<file path="src/rtl/bsync_pkg.sv">
`timescale 1ns/1ps
package bsync_pkg;

  typedef struct packed {
    logic sync_on;
    logic tx_dir;
  } mode_t;

  function automatic logic near_boundary(input int ph, input int tol, input int os);
    return (ph <= tol) || (ph >= os - tol);
  endfunction

endpackage

</file>
<file path="src/rtl/bsync_in_filter.sv">
`timescale 1ns/1ps
module bsync_in_filter #(
  parameter int MAJ_LEN = 5
) (
  input  logic clk,
  input  logic rst_n,
  input  logic tick,
  input  logic raw_bit,
  output logic filt_bit,
  output logic edge_seen
);
  localparam int MAJ_THR = MAJ_LEN / 2 + 1;

  logic [1:0]         sync_q;
  logic [MAJ_LEN-1:0] win_q;
  logic [MAJ_LEN-1:0] win_n;
  logic               vote;

  always_comb begin
    win_n = {win_q[MAJ_LEN-2:0], sync_q[1]};
    vote  = ($countones(win_n) >= MAJ_THR);
  end

  always_ff @(posedge clk) begin
    if (!rst_n) begin
      sync_q    <= '0;
      win_q     <= '0;
      filt_bit  <= 1'b0;
      edge_seen <= 1'b0;
    end else begin
      sync_q <= {sync_q[0], raw_bit};
      if (tick) begin
        win_q     <= win_n;
        filt_bit  <= vote;
        edge_seen <= (vote != filt_bit);
      end
    end
  end

  // the filtered bit moves only on a sub-sample strobe
  p_filt_on_tick_r7: assert property (@(posedge clk) disable iff (!rst_n)
    !$stable(filt_bit) |-> $past(tick));

endmodule

</file>
<file path="src/rtl/bsync_phase_track.sv">
`timescale 1ns/1ps
module bsync_phase_track #(
  parameter int OS_RATIO = 16
) (
  input  logic                        clk,
  input  logic                        rst_n,
  input  logic                        tick,
  input  logic                        nudge_en,
  input  logic                        edge_seen,
  input  logic                        restart,
  output logic [$clog2(OS_RATIO)-1:0] ph,
  output logic [$clog2(OS_RATIO)-1:0] ph_next,
  output logic                        boundary,
  output logic                        sample
);
  localparam int PH_W = $clog2(OS_RATIO);
  localparam logic [PH_W-1:0] MID_V = PH_W'(OS_RATIO / 2);
  localparam logic [PH_W-1:0] PRE_V = PH_W'(OS_RATIO / 2 - 1);

  logic          hold, jump;
  logic [1:0]    step;
  logic [PH_W:0] sum;

  always_comb begin
    hold     = nudge_en && edge_seen && (ph != '0) && (ph <= MID_V);
    jump     = nudge_en && edge_seen && (ph > MID_V);
    step     = hold ? 2'd0 : (jump ? 2'd2 : 2'd1);
    sum      = {1'b0, ph} + {{(PH_W-1){1'b0}}, step};
    boundary = tick && sum[PH_W];
    sample   = tick && !hold && (ph == PRE_V);
    if (!tick)        ph_next = ph;
    else if (restart) ph_next = '0;
    else              ph_next = sum[PH_W-1:0];
  end

  always_ff @(posedge clk) begin
    if (!rst_n) ph <= '0;
    else        ph <= ph_next;
  end

  // every mid-bit sample leaves the counter at its mid count
  p_sample_mid_r3: assert property (@(posedge clk) disable iff (!rst_n)
    sample |=> (ph == MID_V));

  // a restart always lands on count 0
  p_restart_zero_r9: assert property (@(posedge clk) disable iff (!rst_n)
    (tick && restart) |=> (ph == '0));

endmodule

</file>
<file path="src/rtl/bsync_lock_det.sv">
`timescale 1ns/1ps
module bsync_lock_det #(
  parameter int OS_RATIO   = 16,
  parameter int LOCK_TOL   = 2,
  parameter int LOCK_EDGES = 8,
  parameter int LOSS_BITS  = 16
) (
  input  logic                        clk,
  input  logic                        rst_n,
  input  logic                        clear,
  input  logic                        tick,
  input  logic                        edge_seen,
  input  logic                        boundary,
  input  logic [$clog2(OS_RATIO)-1:0] ph,
  output logic                        locked
);
  import bsync_pkg::*;

  localparam int CW = $clog2(LOCK_EDGES + 1);
  localparam int SW = $clog2(LOSS_BITS + 1);

  logic [CW-1:0] good_q;
  logic [SW-1:0] quiet_q;
  logic          in_win;
  logic          edge_ev;

  always_comb begin
    in_win  = near_boundary(int'(ph), LOCK_TOL, OS_RATIO);
    edge_ev = tick && edge_seen;
  end

  always_ff @(posedge clk) begin
    if (!rst_n || clear) begin
      good_q  <= '0;
      quiet_q <= '0;
      locked  <= 1'b0;
    end else if (edge_ev) begin
      quiet_q <= '0;
      if (in_win) begin
        if (good_q != CW'(LOCK_EDGES)) good_q <= good_q + 1'b1;
        if (good_q == CW'(LOCK_EDGES - 1)) locked <= 1'b1;
      end else begin
        good_q <= '0;
      end
    end else if (boundary) begin
      if (quiet_q != SW'(LOSS_BITS)) quiet_q <= quiet_q + 1'b1;
      if (quiet_q == SW'(LOSS_BITS - 1)) begin
        locked <= 1'b0;
        good_q <= '0;
      end
    end
  end

  // lock is gained only on a well-placed edge
  p_lock_rise_r8: assert property (@(posedge clk) disable iff (!rst_n)
    $rose(locked) |-> $past(edge_ev && in_win && !clear));

  // lock is lost only through silence or leaving receive
  p_lock_fall_r8: assert property (@(posedge clk) disable iff (!rst_n)
    $fell(locked) |-> $past(clear || (boundary && !edge_ev)));

  p_quiet_bound_r8: assert property (@(posedge clk) disable iff (!rst_n)
    quiet_q <= SW'(LOSS_BITS));

endmodule

</file>
<file path="src/rtl/bsync_data_if.sv">
`timescale 1ns/1ps
module bsync_data_if #(
  parameter int OS_RATIO   = 16,
  parameter int MAJ_LEN    = 5,
  parameter int LOCK_TOL   = 2,
  parameter int LOCK_EDGES = 8,
  parameter int LOSS_BITS  = 16
) (
  input  logic clk,
  input  logic rst_n,
  input  logic os_tick,
  input  logic sync_en,
  input  logic tx_mode,
  input  logic host_tx_bit,
  output logic host_rx_bit,
  output logic host_clk,
  output logic mod_bit,
  input  logic demod_bit,
  output logic locked
);
  import bsync_pkg::*;

  localparam int PH_W = $clog2(OS_RATIO);

  mode_t            req, act_q, act_n;
  logic             filt_bit, edge_seen;
  logic [PH_W-1:0]  ph, ph_next;
  logic             boundary, sample, restart, rx_track;
  logic             tx_q, rx_q, clk_q;

  always_comb begin
    req.sync_on = sync_en;
    req.tx_dir  = tx_mode;
    restart     = boundary && (req != act_q);
    act_n       = boundary ? req : act_q;
    rx_track    = act_q.sync_on && !act_q.tx_dir;
  end

  bsync_in_filter #(.MAJ_LEN(MAJ_LEN)) u_filter (
    .clk(clk), .rst_n(rst_n), .tick(os_tick), .raw_bit(demod_bit),
    .filt_bit(filt_bit), .edge_seen(edge_seen)
  );

  bsync_phase_track #(.OS_RATIO(OS_RATIO)) u_phase (
    .clk(clk), .rst_n(rst_n), .tick(os_tick), .nudge_en(rx_track),
    .edge_seen(edge_seen), .restart(restart), .ph(ph), .ph_next(ph_next),
    .boundary(boundary), .sample(sample)
  );

  bsync_lock_det #(
    .OS_RATIO(OS_RATIO), .LOCK_TOL(LOCK_TOL),
    .LOCK_EDGES(LOCK_EDGES), .LOSS_BITS(LOSS_BITS)
  ) u_lock (
    .clk(clk), .rst_n(rst_n), .clear(!rx_track || restart), .tick(os_tick),
    .edge_seen(edge_seen), .boundary(boundary), .ph(ph), .locked(locked)
  );

  always_ff @(posedge clk) begin
    if (!rst_n) begin
      act_q <= '0;
      clk_q <= 1'b0;
      tx_q  <= 1'b0;
      rx_q  <= 1'b0;
    end else begin
      act_q <= act_n;
      clk_q <= act_n.sync_on &
               (act_n.tx_dir ? ~ph_next[PH_W-1] : ph_next[PH_W-1]);
      if (boundary)             tx_q <= host_tx_bit;
      if (sample && rx_track)   rx_q <= filt_bit;
    end
  end

  always_comb begin
    host_clk    = clk_q;
    mod_bit     = !act_q.tx_dir ? 1'b0 : (act_q.sync_on ? tx_q : host_tx_bit);
    host_rx_bit = act_q.tx_dir ? 1'b0 : (act_q.sync_on ? rx_q : demod_bit);
  end

  // no clock toward the host in transparent mode
  p_clk_low_bypass_r1: assert property (@(posedge clk) disable iff (!rst_n)
    !act_q.sync_on |-> !host_clk);

  // timed transmit data moves only at a rising host clock
  p_tx_hold_r2: assert property (@(posedge clk) disable iff (!rst_n)
    (act_q.sync_on && act_q.tx_dir && $past(act_q.sync_on && act_q.tx_dir)
     && !$rose(host_clk)) |-> $stable(mod_bit));

  // retimed receive data moves only at a rising host clock
  p_rx_on_rise_r4: assert property (@(posedge clk) disable iff (!rst_n)
    (rx_track && $past(rx_track) && !$stable(host_rx_bit)) |-> $rose(host_clk));

  // mode changes land at a bit boundary with the counter at 0
  p_mode_at_boundary_r9: assert property (@(posedge clk) disable iff (!rst_n)
    !$stable(act_q) |-> (ph == '0));

endmodule

</file>
<file path="config.mk">
export PLATFORM = sky130hd
export DESIGN_NAME = bsync_data_if
export DESIGN_NICKNAME = d
export VERILOG_FILES = /design/src/rtl/bsync_pkg.sv /design/src/rtl/bsync_in_filter.sv /design/src/rtl/bsync_phase_track.sv /design/src/rtl/bsync_lock_det.sv /design/src/rtl/bsync_data_if.sv
export SDC_FILE = /design/constraint.sdc
export NUM_CORES = 1
export LEC_CHECK = 0
export BUFFER_PORTS_ARGS = -buffer_cell sky130_fd_sc_hd__buf_2
export CORE_MARGIN = 3
export CORE_UTILIZATION = 50
export DETAILED_ROUTE_END_ITERATION = 8
export GPL_ROUTABILITY_DRIVEN = 0
export GPL_TIMING_DRIVEN = 0
export PLACE_DENSITY = 0.65
export SYNTH_ARGS = -nofsm -noshare
export SYNTH_HDL_FRONTEND = slang
export SYNTH_SLANG_ARGS = --single-unit
</file>
<file path="constraint.sdc">
create_clock -name clk -period 5.43 [get_ports clk]
set_input_delay 0.543 -clock clk [delete_from_list [all_inputs] [get_ports clk]]
set_output_delay 0.543 -clock clk [all_outputs]
set_load 0.1 [all_outputs]
</file>
==> results.yml <==
outcome:
  status: "finished, final reports clean"
synth:
  syn_avg_cell_area_sq_um: 9.165
  synth_nets: 182
  synthAdderAreaFrac_pct: 11.56
  synthSimpleGateAreaFrac_pct: 22.61
  synth_edf_count: 0
  syn_inst: 163
  synth_compound_area_share_pct: 12.23
  synth_flop_cell: "dfxtp_1"
  yosysTopAreaCellShare_pct: 36.18
  synthesis.area_sq_um: 1494
  synth_cell_type_count: 38
  synth.area.top_cells: "dfxtp_1 (36%), ha_1 (7.5%), mux2i_1 (6.7%)"
  synth_warnings: 0
  synth_top_family_by_area: "simple AND/OR/NAND/NOR gates"
  synthMuxAreaShare_pct: 7.705
  synthArstFlopShare_pct: 0
  synthXorXnorAreaFrac_pct: 3.518
  ys_ff_latch: 27
  synth_area_leader_cell: "dfxtp_1"
  ys_seq_area_share_pct: 36.18
sta:
  max-slew-margin-rel_pct: 67.99
  maxSlewViolCount: 0
  fin_crit_sh_pct: 47.71
  worst_slew_pin_slew_ps: 483.5
  setup_violations: 0
  skew_ps: 0.8464
  max_freq_ghz: 0.3860
  hold_viol: 0
  final.min_clock_period_ps: 2591
  fin_ws_ps: 2839
  rsz0062_at_grt: "false"
  timing.setup.tns_ps: 0
clocking:
  cts_hold_buf: 0
  numClockSinks: 27
  post-cts-setup-buffer-count: 0
  cts_resized: 0
  path_clk_slew_ps: 140
  cts_buffers: 3
  clk_path_buf_depth: 2
  clock_tree.root_cell: "clkbuf_4"
  cts.htree.levels: 1
  clock_latency_ps: 320
  cts_tree: "yes"
critical_path:
  required_ps: 5650
  regToRegSetupSlack_ps: 2840
  worstSetupStartpointType: "register"
  reg2reg_depth: 11
  r2r_end: "host_clk"
  arrival_ps: 2810
  r2r-start: "act_q[1]"
  path_class: "reg2reg"
  path_max_fanout: 6
  end_kind: "register"
placed_design:
  place_inst: 203
  port_buffers: 9
  dp_hpwl_um: 2085
  place_ws_ps: 2884
power:
  peakVddDrop_mv: 0.1219
  seqPwrFrac_pct: 65.3
  p_clk_share_pct: 27.3
  power_density_nw_per_um2: 194.8
  p_sw_mw: 0.07380
  swShare_pct: 23.62
  leakagePower_nw: 0.6190
  p_total_mw: 0.3124
  internal_power_mw: 0.2386
  comb_power_share_pct: 7.4
global_routing:
  track_usage_pct: 17.53
  grt-ovfl-total: 0
  antenna_found_initial: 0
  grt_pass1_wl_um: 4926
  grt_max_degree: 15
  first_global_vias: 1146
drt:
  drc_errors: 0
  highest_layer: "met4"
  vias: 1157
  viasPerCell: 5.589
  dr.first_iter.drc_count: 25
  routedWlPerCell_um: 13.48
  wl_met2_um: 1356
  ant_nets: 0
  route.met3.wl_um: 71
  drt_pass1_iterations: 4
  wl_met1_um: 1344
  finalWirelength_um: 2790
floorplanning:
  chipWidth_um: 60.66
  start_util_pct: 53.26
  die_h_um: 60.66
  rows: 19
  dieArea_sq_um: 3680
  core_area_sq_um: 2805
  io_pins: 11
worst_hold_path:
  min_to: "u_filter.sync_q[0]"
  hold_path_class: "in2reg"
  hold_depth: 2
  min_from: "demod_bit"
layout:
  fin_util_pct: 57.18
  num-fill-cells: 265
  drive_above_1_share_pct: 13.07
  final_cells: 207
  diodes: 0
  fin_nets: 196
  multi_input_area_sq_um: 860.8
  regArea_sq_um: 540.5
  syn2layout_area_growth_pct: 7.370
run:
  maxCapViolations: 0
[stage by stage]
| stage | area [sq um] | hold slack (ps) |
|---|---|---|
| finish | 1604 | 437.7 |
| global route | 1604 | 416.2 |
| CTS | 1604 | 431.2 |
| detailed placement | 1578 | 424.7 |
| global placement | 1578 | 419.4 |
| floorplan | 1494 | 411.8 |
[logic make-up after synthesis]
family                   after synthesis
flip-flops                            27
adder cells (fa/ha/maj)               12
AND/OR/NAND/NOR                       63
XOR/XNOR                               6
AO/OA/AOI/OAI                         27
buffers and inverters                 17
multiplexers                          11
[registers in the layout, indices dropped and copies added, names as in the netlist]
signal / count
act_q: 2
tx_q: 1
u_filter.sync_q: 2
rx_q: 1
u_filter.win_q: 4
u_filter.filt_bit: 1
u_phase.ph: 4
host_clk: 1
u_lock.good_q: 4
u_lock.quiet_q: 5
u_filter.edge_seen: 1
u_lock.locked: 1
[how the worst max path moves through the flow]
stage                     slack (ps)        start                 to  cells past startpoint
after global routing            2610     act_q[1]  u_lock.quiet_q[4]                     10
final                           2840     act_q[1]           host_clk                     11
after CTS                       2840     act_q[1]           host_clk                     11
after global placement          2900     act_q[1]           act_q[1]                     10
after floorplan                 2960  host_tx_bit            mod_bit                      2
after detailed placement        2880     act_q[1]           host_clk                     11
[cell usage in the layout, fill, tap and decap left out, types with 4 or more instances in the layout]
master,Yosys,routed
nand3_1,11,11
nor2_1,15,15
dfxtp_1,27,27
mux2i_1,10,10
buf_2,2,11
nand2b_1,4,4
o21ai_0,5,5
and2_1,5,5
nand2_1,10,10
xnor2_1,4,4
ha_1,9,9
inv_1,10,10
a21oi_1,10,10
[Yosys cell counts (all sizes together), types with 3 or more instances]
| master | number |
|---|---|
| a21oi | 11 |
| a31oi | 3 |
| and2 | 5 |
| and3 | 3 |
| buf | 6 |
| dfxtp | 27 |
| fa | 3 |
| ha | 9 |
| inv | 10 |
| mux2i | 10 |
| nand2 | 10 |
| nand2b | 4 |
| nand3 | 11 |
| nand3b | 3 |
| nand4 | 3 |
| nand4b | 3 |
| nor2 | 15 |
| o21ai | 6 |
| xnor2 | 4 |
[critical path: stages (launching register included)]
cell and delay, ps:
dfxtp_1 350, buf_6 130, nor2b_1 210, and2_1 160, o21ai_0 80, ha_1 220, fa_1 470, and4_1 240
buf_2 160, mux2_4 310, nand3_1 80, mux2i_1 70
[power by group through the flow]
stage	clock network, mW	logic [mW]	registers [mW]
5_1_grt	0.0955	0.0261	0.205
3_5_place_dp	0	0.0230	0.208
3_3_place_gp	0	0.0224	0.208
2_1_floorplan	0	0.0168	0.207
6_report	0.0853	0.0231	0.204
4_1_cts	0.0884	0.0231	0.204
[final cells by class]
type | instances | area share [%]
Buffer | 7 | 3.432
Clock buffer | 4 | 1.638
Inverter | 10 | 2.340
Multi-Input combinational cell | 119 | 53.67
Sequential cell | 27 | 33.70
Tap cell | 31 | 2.418
Timing Repair Buffer | 9 | 2.808
[routing by layer]
| layer | vias to the layer above | global-route usage (%) |
|---|---|---|
| met1 | 552 | 22.73 |
| li1 | 595 | - |
| met4 | 0 | 7.121 |
| met3 | 2 | 3.191 |
| met5 | - | 0 |
| met2 | 8 | 28.70 |
No activity file was read; power rests on OpenSTA's default activity.
